### config.mk
export PLATFORM = sky130hd
export DESIGN_NAME = addressable_delay_line
export DESIGN_NICKNAME = d
export VERILOG_FILES = /design/src/rtl/adl_pkg.sv /design/src/rtl/adl_section.sv /design/src/rtl/adl_tap_select.sv /design/src/rtl/adl_out_stage.sv /design/src/rtl/addressable_delay_line.sv
export SDC_FILE = /design/constraint.sdc
export NUM_CORES = 1
export LEC_CHECK = 0
export BUFFER_PORTS_ARGS = -buffer_cell sky130_fd_sc_hd__buf_4
export CAP_MARGIN = 20
export CORE_ASPECT_RATIO = 0.9
export CORE_MARGIN = 2
export CORE_UTILIZATION = 50
export CTS_BUF_LIST = sky130_fd_sc_hd__clkbuf_4 sky130_fd_sc_hd__clkbuf_8 sky130_fd_sc_hd__clkbuf_16
export DETAILED_ROUTE_END_ITERATION = 8
export PLACE_DENSITY = 0.65
export SYNTH_ARGS = -nofsm -noshare
export SYNTH_HDL_FRONTEND = slang
export SYNTH_SLANG_ARGS = --single-unit
### constraint.sdc
create_clock -name clk -period 4.5 [get_ports clk]
set_input_delay 0.675 -clock clk [delete_from_list [all_inputs] [get_ports clk]]
set_output_delay 0.675 -clock clk [all_outputs]
set_load 0.1 [all_outputs]
### src/rtl/adl_pkg.sv
package adl_pkg;
  localparam int unsigned SEG_STAGES = 16;
  localparam int unsigned SEG_AW     = $clog2(SEG_STAGES);

  function automatic int unsigned sec_sel_w(input int unsigned n);
    return (n > 1) ? $clog2(n) : 1;
  endfunction

  function automatic int unsigned line_addr_w(input int unsigned n);
    return (n > 1) ? SEG_AW + $clog2(n) : SEG_AW;
  endfunction
endpackage

### src/rtl/adl_section.sv
module adl_section #(
  parameter int unsigned STAGES = adl_pkg::SEG_STAGES,
  localparam int unsigned AW    = $clog2(STAGES)
) (
  input  logic          clk,
  input  logic          ce,
  input  logic          ser_in,
  input  logic [AW-1:0] tap,
  output logic          tap_q,
  output logic          cascade_q
);
  logic [STAGES-1:0] stage_q;
  logic [STAGES-1:0] stage_d;

  always_comb begin
    if (ce) begin
      stage_d = {stage_q[STAGES-2:0], ser_in};
    end else begin
      stage_d = stage_q;
    end
  end

  always_ff @(posedge clk) begin
    stage_q <= stage_d;
  end

  always_comb begin
    tap_q = 1'b0;
    for (int i = 0; i < STAGES; i++) begin
      if (tap == AW'(i)) tap_q = stage_q[i];
    end
  end

  assign cascade_q = stage_q[STAGES-1];
endmodule

### src/rtl/adl_tap_select.sv
module adl_tap_select #(
  parameter int unsigned N     = 2,
  parameter int unsigned SEL_W = 1
) (
  input  logic [SEL_W-1:0] sec_idx,
  input  logic [N-1:0]     taps,
  output logic             sel_q
);
  always_comb begin
    sel_q = 1'b0;
    for (int s = 0; s < N; s++) begin
      if (sec_idx == SEL_W'(s)) sel_q = taps[s];
    end
  end
endmodule

### src/rtl/adl_out_stage.sv
module adl_out_stage #(
  parameter bit REGISTERED = 1'b1
) (
  input  logic clk,
  input  logic rst_n,
  input  logic ce,
  input  logic d,
  output logic q
);
  if (REGISTERED) begin : g_reg
    logic q_q;
    logic q_d;

    always_comb begin
      if (ce) q_d = d;
      else    q_d = q_q;
    end

    always_ff @(posedge clk or negedge rst_n) begin
      if (!rst_n) q_q <= 1'b0;
      else        q_q <= q_d;
    end

    assign q = q_q;
  end else begin : g_comb
    assign q = d;
  end
endmodule

### src/rtl/addressable_delay_line.sv
module addressable_delay_line #(
  parameter int unsigned SECTIONS = 2,
  parameter bit          OUT_REG  = 1'b1,
  localparam int unsigned SEL_W   = adl_pkg::sec_sel_w(SECTIONS),
  localparam int unsigned ADDR_W  = adl_pkg::line_addr_w(SECTIONS),
  localparam int unsigned TAP_W   = adl_pkg::SEG_AW
) (
  input  logic                clk,
  input  logic                rst_n,
  input  logic                ce,
  input  logic                din,
  input  logic [ADDR_W-1:0]   addr,
  output logic                dout,
  output logic [SECTIONS-1:0] casc_out
);
  logic [SECTIONS-1:0] chain_in;
  logic [SECTIONS-1:0] sec_tap;
  logic [SEL_W-1:0]    sec_idx;
  logic [TAP_W-1:0]    tap_lo;
  logic                tap_sel;

  assign tap_lo = addr[TAP_W-1:0];

  if (SECTIONS > 1) begin : g_idx
    assign sec_idx = addr[ADDR_W-1:TAP_W];
  end else begin : g_idx1
    assign sec_idx = '0;
  end

  for (genvar s = 0; s < SECTIONS; s++) begin : g_sec
    if (s == 0) begin : g_head
      assign chain_in[s] = din;
    end else begin : g_link
      assign chain_in[s] = casc_out[s-1];
    end

    adl_section #(.STAGES(adl_pkg::SEG_STAGES)) u_sec (
      .clk       (clk),
      .ce        (ce),
      .ser_in    (chain_in[s]),
      .tap       (tap_lo),
      .tap_q     (sec_tap[s]),
      .cascade_q (casc_out[s])
    );
  end

  adl_tap_select #(.N(SECTIONS), .SEL_W(SEL_W)) u_sel (
    .sec_idx (sec_idx),
    .taps    (sec_tap),
    .sel_q   (tap_sel)
  );

  adl_out_stage #(.REGISTERED(OUT_REG)) u_out (
    .clk   (clk),
    .rst_n (rst_n),
    .ce    (ce),
    .d     (tap_sel),
    .q     (dout)
  );
endmodule

==> flow_summary_export.csv <==
group,metric,value,unit
floorplan,core_region_area,2820,sq um
yosys,synth_fp_nets,116,
layout,layout-drive-gt1-share,19.8,%
setup_path,regToRegSetupSlack,2910,ps
placement,dpl_cell_area,1560,sq um
floorplan,die-area,3470,sq um
routing,vias_per_cell,5.54,
grt,antenna_found_initial,0,
yosys,yosysUniqueCellTypes,39,
placement,dp_hpwl,1490,um
placement,port_buffers,11,
placement,place_ws,2350,ps
floorplan,start_util,53.6,%
routing,drtPass1Iterations,4,
timing,tns,0,ps
layout,fin_area,1620,sq um
routing,wl_per_cell,15.0,um
layout,area.growth.synth_to_final,7.55,%
routing,drc,0,
setup_path,crit_required,4730,ps
timing,hold_violations,0,
yosys,synth_edf_count,32,
grt,grt_overflow_total,0,
grt,met1_usage,22.3,%
setup_path,reg2reg_from,"g_sec[1].u_sec.stage_q[12]$_DFFE_PP_",
grt,grtUsageMet2,17.4,%
yosys,yosysWarnings,0,
timing,whs,98.3,ps
yosys,synthFlopType,"edfxtp_1",
pwr,irDropWorstVdd,0.000180,V
timing,fin_skew,8.61,ps
layout,nets,124,
routing,num_vias,865,
timing,fmaxAchievable,0.557,GHz
pwr,p_leak,0.577,nW
layout,diodes,0,
yosys,syn_inst,107,
layout,nFillCells,227,
grt,top_usage_layer,"met1",
run,cap_violations,0,
timing,slew_headroom,72.4,%
floorplan,die_y,56.1,um
setup_path,critPathMaxFanout,24,
timing,rsz0062_at_grt,"no",
setup_path,reg2reg_depth,5,
floorplan,die_w,61.9,um
worst_hold_path,hold_class,"input port to async pin",
grt,grt_pass1_vias,745,
timing,worst_slack,2700,ps
setup_path,cp.arrival,2020,ps
setup_path,cp-end-kind,"register",
clock_tree,cts_resized,0,
grt,grt_max_degree,35,
clock_tree,clockBufferDepth,2,
clock_tree,numCtsBuffers,5,
floorplan,num_rows,18,
timing,finalSetupViolations,0,
routing,drt_iter0_drc,52,
grt,grt_usage,15.0,%
status,status,"finished clean",
setup_path,cp-start-kind,"input port",
clock_tree,cts_max_level,2,
clock_tree,clkTransAtPathRegs,90,ps
yosys,syn_area,1510,sq um
clock_tree,clock-sinks,33,
yosys,synth_seq_area_share,65.3,%
clock_tree,clk_latency,340,ps
grt,use_met3,8.60,%
yosys,avgSynthCellArea,14.1,sq um
yosys,ys_ff_latch,33,
clock_tree,cts_tree,"done",
grt,grt_pass1_wl,3630,um
setup_path,path_class,"input port to register",
pwr,p_total,0.617,mW
routing,routed_wl,2340,um
clock_tree,root_buffer,"clkbuf_4",
timing,slew_viol_final,0,
timing,fin_crit_sh,39.9,%
routing,final_antenna_net_count,0,
clock_tree,postCtsSetupBuffers,0,
pwr,powerDensity,380,nW/um^2
setup_path,r2r-end,"u_out.q$_DFFE_PN0P_",
timing,worstMarginPinSlew,414,ps
floorplan,boundaryPins,12,
placement,place_congestion,0.750,
timing,period_needed,1800,ps
yosys,async_flop_share,3.03,%
clock_tree,ctsHoldBuffers,0,
-- area by class of cell --
type | instances | area, sq um | area share, %
inverters | 2 | 7.51 | 0.463
repair buffers | 11 | 82.6 | 5.09
clock buffers | 8 | 66.3 | 4.09
well taps | 40 | 50.0 | 3.08
multi-input cells | 62 | 430 | 26.5
flip-flops and latches | 33 | 986 | 60.8
-- critical path: stages --
cell,delay [ps]
buf_4,250
inv_1,140
and3_1,190
a21oi_1,110
nor3b_1,70
o31a_1,270
o32a_1,320
-- kinds of logic (layout without fill, tap and decap cells) --
family / count (synthesis) / count (layout) / synth area share [%]
flops: 33 / 33 / 65.3
compound gates: 29 / 29 / 12.6
simple gates: 26 / 26 / 11.1
buf+inv: 12 / 21 / 6.14
mux: 7 / 7 / 4.81
-- per-layer routing --
metal / wire length [um] / part of all wire [%]
met1: 1220 / 52
met2: 939 / 40
met3: 140 / 6.0
met4: 43 / 1.8
met5: 0 / 0
-- state kept, by name, summed over array words and instances, names as in the netlist --
| signal | flops |
|---|---|
| g_sec.u_sec.stage_q | 32 |
| u_out.q | 1 |
-- where the power goes --
group / total, mW / internal, mW / switching, mW
Sequential: 0.368 / 0.358 / 0.00989
Combinational: 0.0694 / 0.0239 / 0.0455
Clock: 0.180 / 0.0890 / 0.0913
-- cell usage in the layout, fill, tap and decap left out, types with 2 or more instances in the layout --
cell type   n
nor3b_1     3
edfxtp_1   32
buf_4      11
inv_1       2
nand2_1     2
nand2b_1    4
o21ai_0     6
a21oi_1     8
a21oi_2     2
nor2_1      6
nand3b_1    3
clkbuf_4    7
mux2i_1     5
-- synthesized netlist by cell type, drive strengths merged, types with 2 or more instances --
master   n  area [sq um]
edfxtp  32           961
nand2b   4          25.0
buf     10          85.1
mux2i    5          50.1
a21oi   10          57.6
nor2     6          22.5
nand2    2          7.51
nor3b    3          22.5
o21ai    6          30.0
nand3b   3          22.5
inv      2          7.51
mux2     2          22.5
nor3     2          21.3
-- worst max path at each step --
stage	startpoint	to	slack [ps]
5_1_grt	addr[0]	u_out.q$_DFFE_PN0P_	2650
6_report	addr[0]	u_out.q$_DFFE_PN0P_	2700
4_1_cts	addr[0]	u_out.q$_DFFE_PN0P_	2720
2_1_floorplan	addr[0]	u_out.q$_DFFE_PN0P_	2550
3_3_place_gp	addr[0]	u_out.q$_DFFE_PN0P_	2370
3_5_place_dp	addr[0]	u_out.q$_DFFE_PN0P_	2350
-- per-stage QoR --
stage                     utilization, %  std cells
after CTS                           57.6        156
after global placement              55.3        148
after detailed placement            55.3        148
after global routing                57.6        156
after floorplan                        -        107
final                               57.6        156
Power figures use the tool's default switching activity.
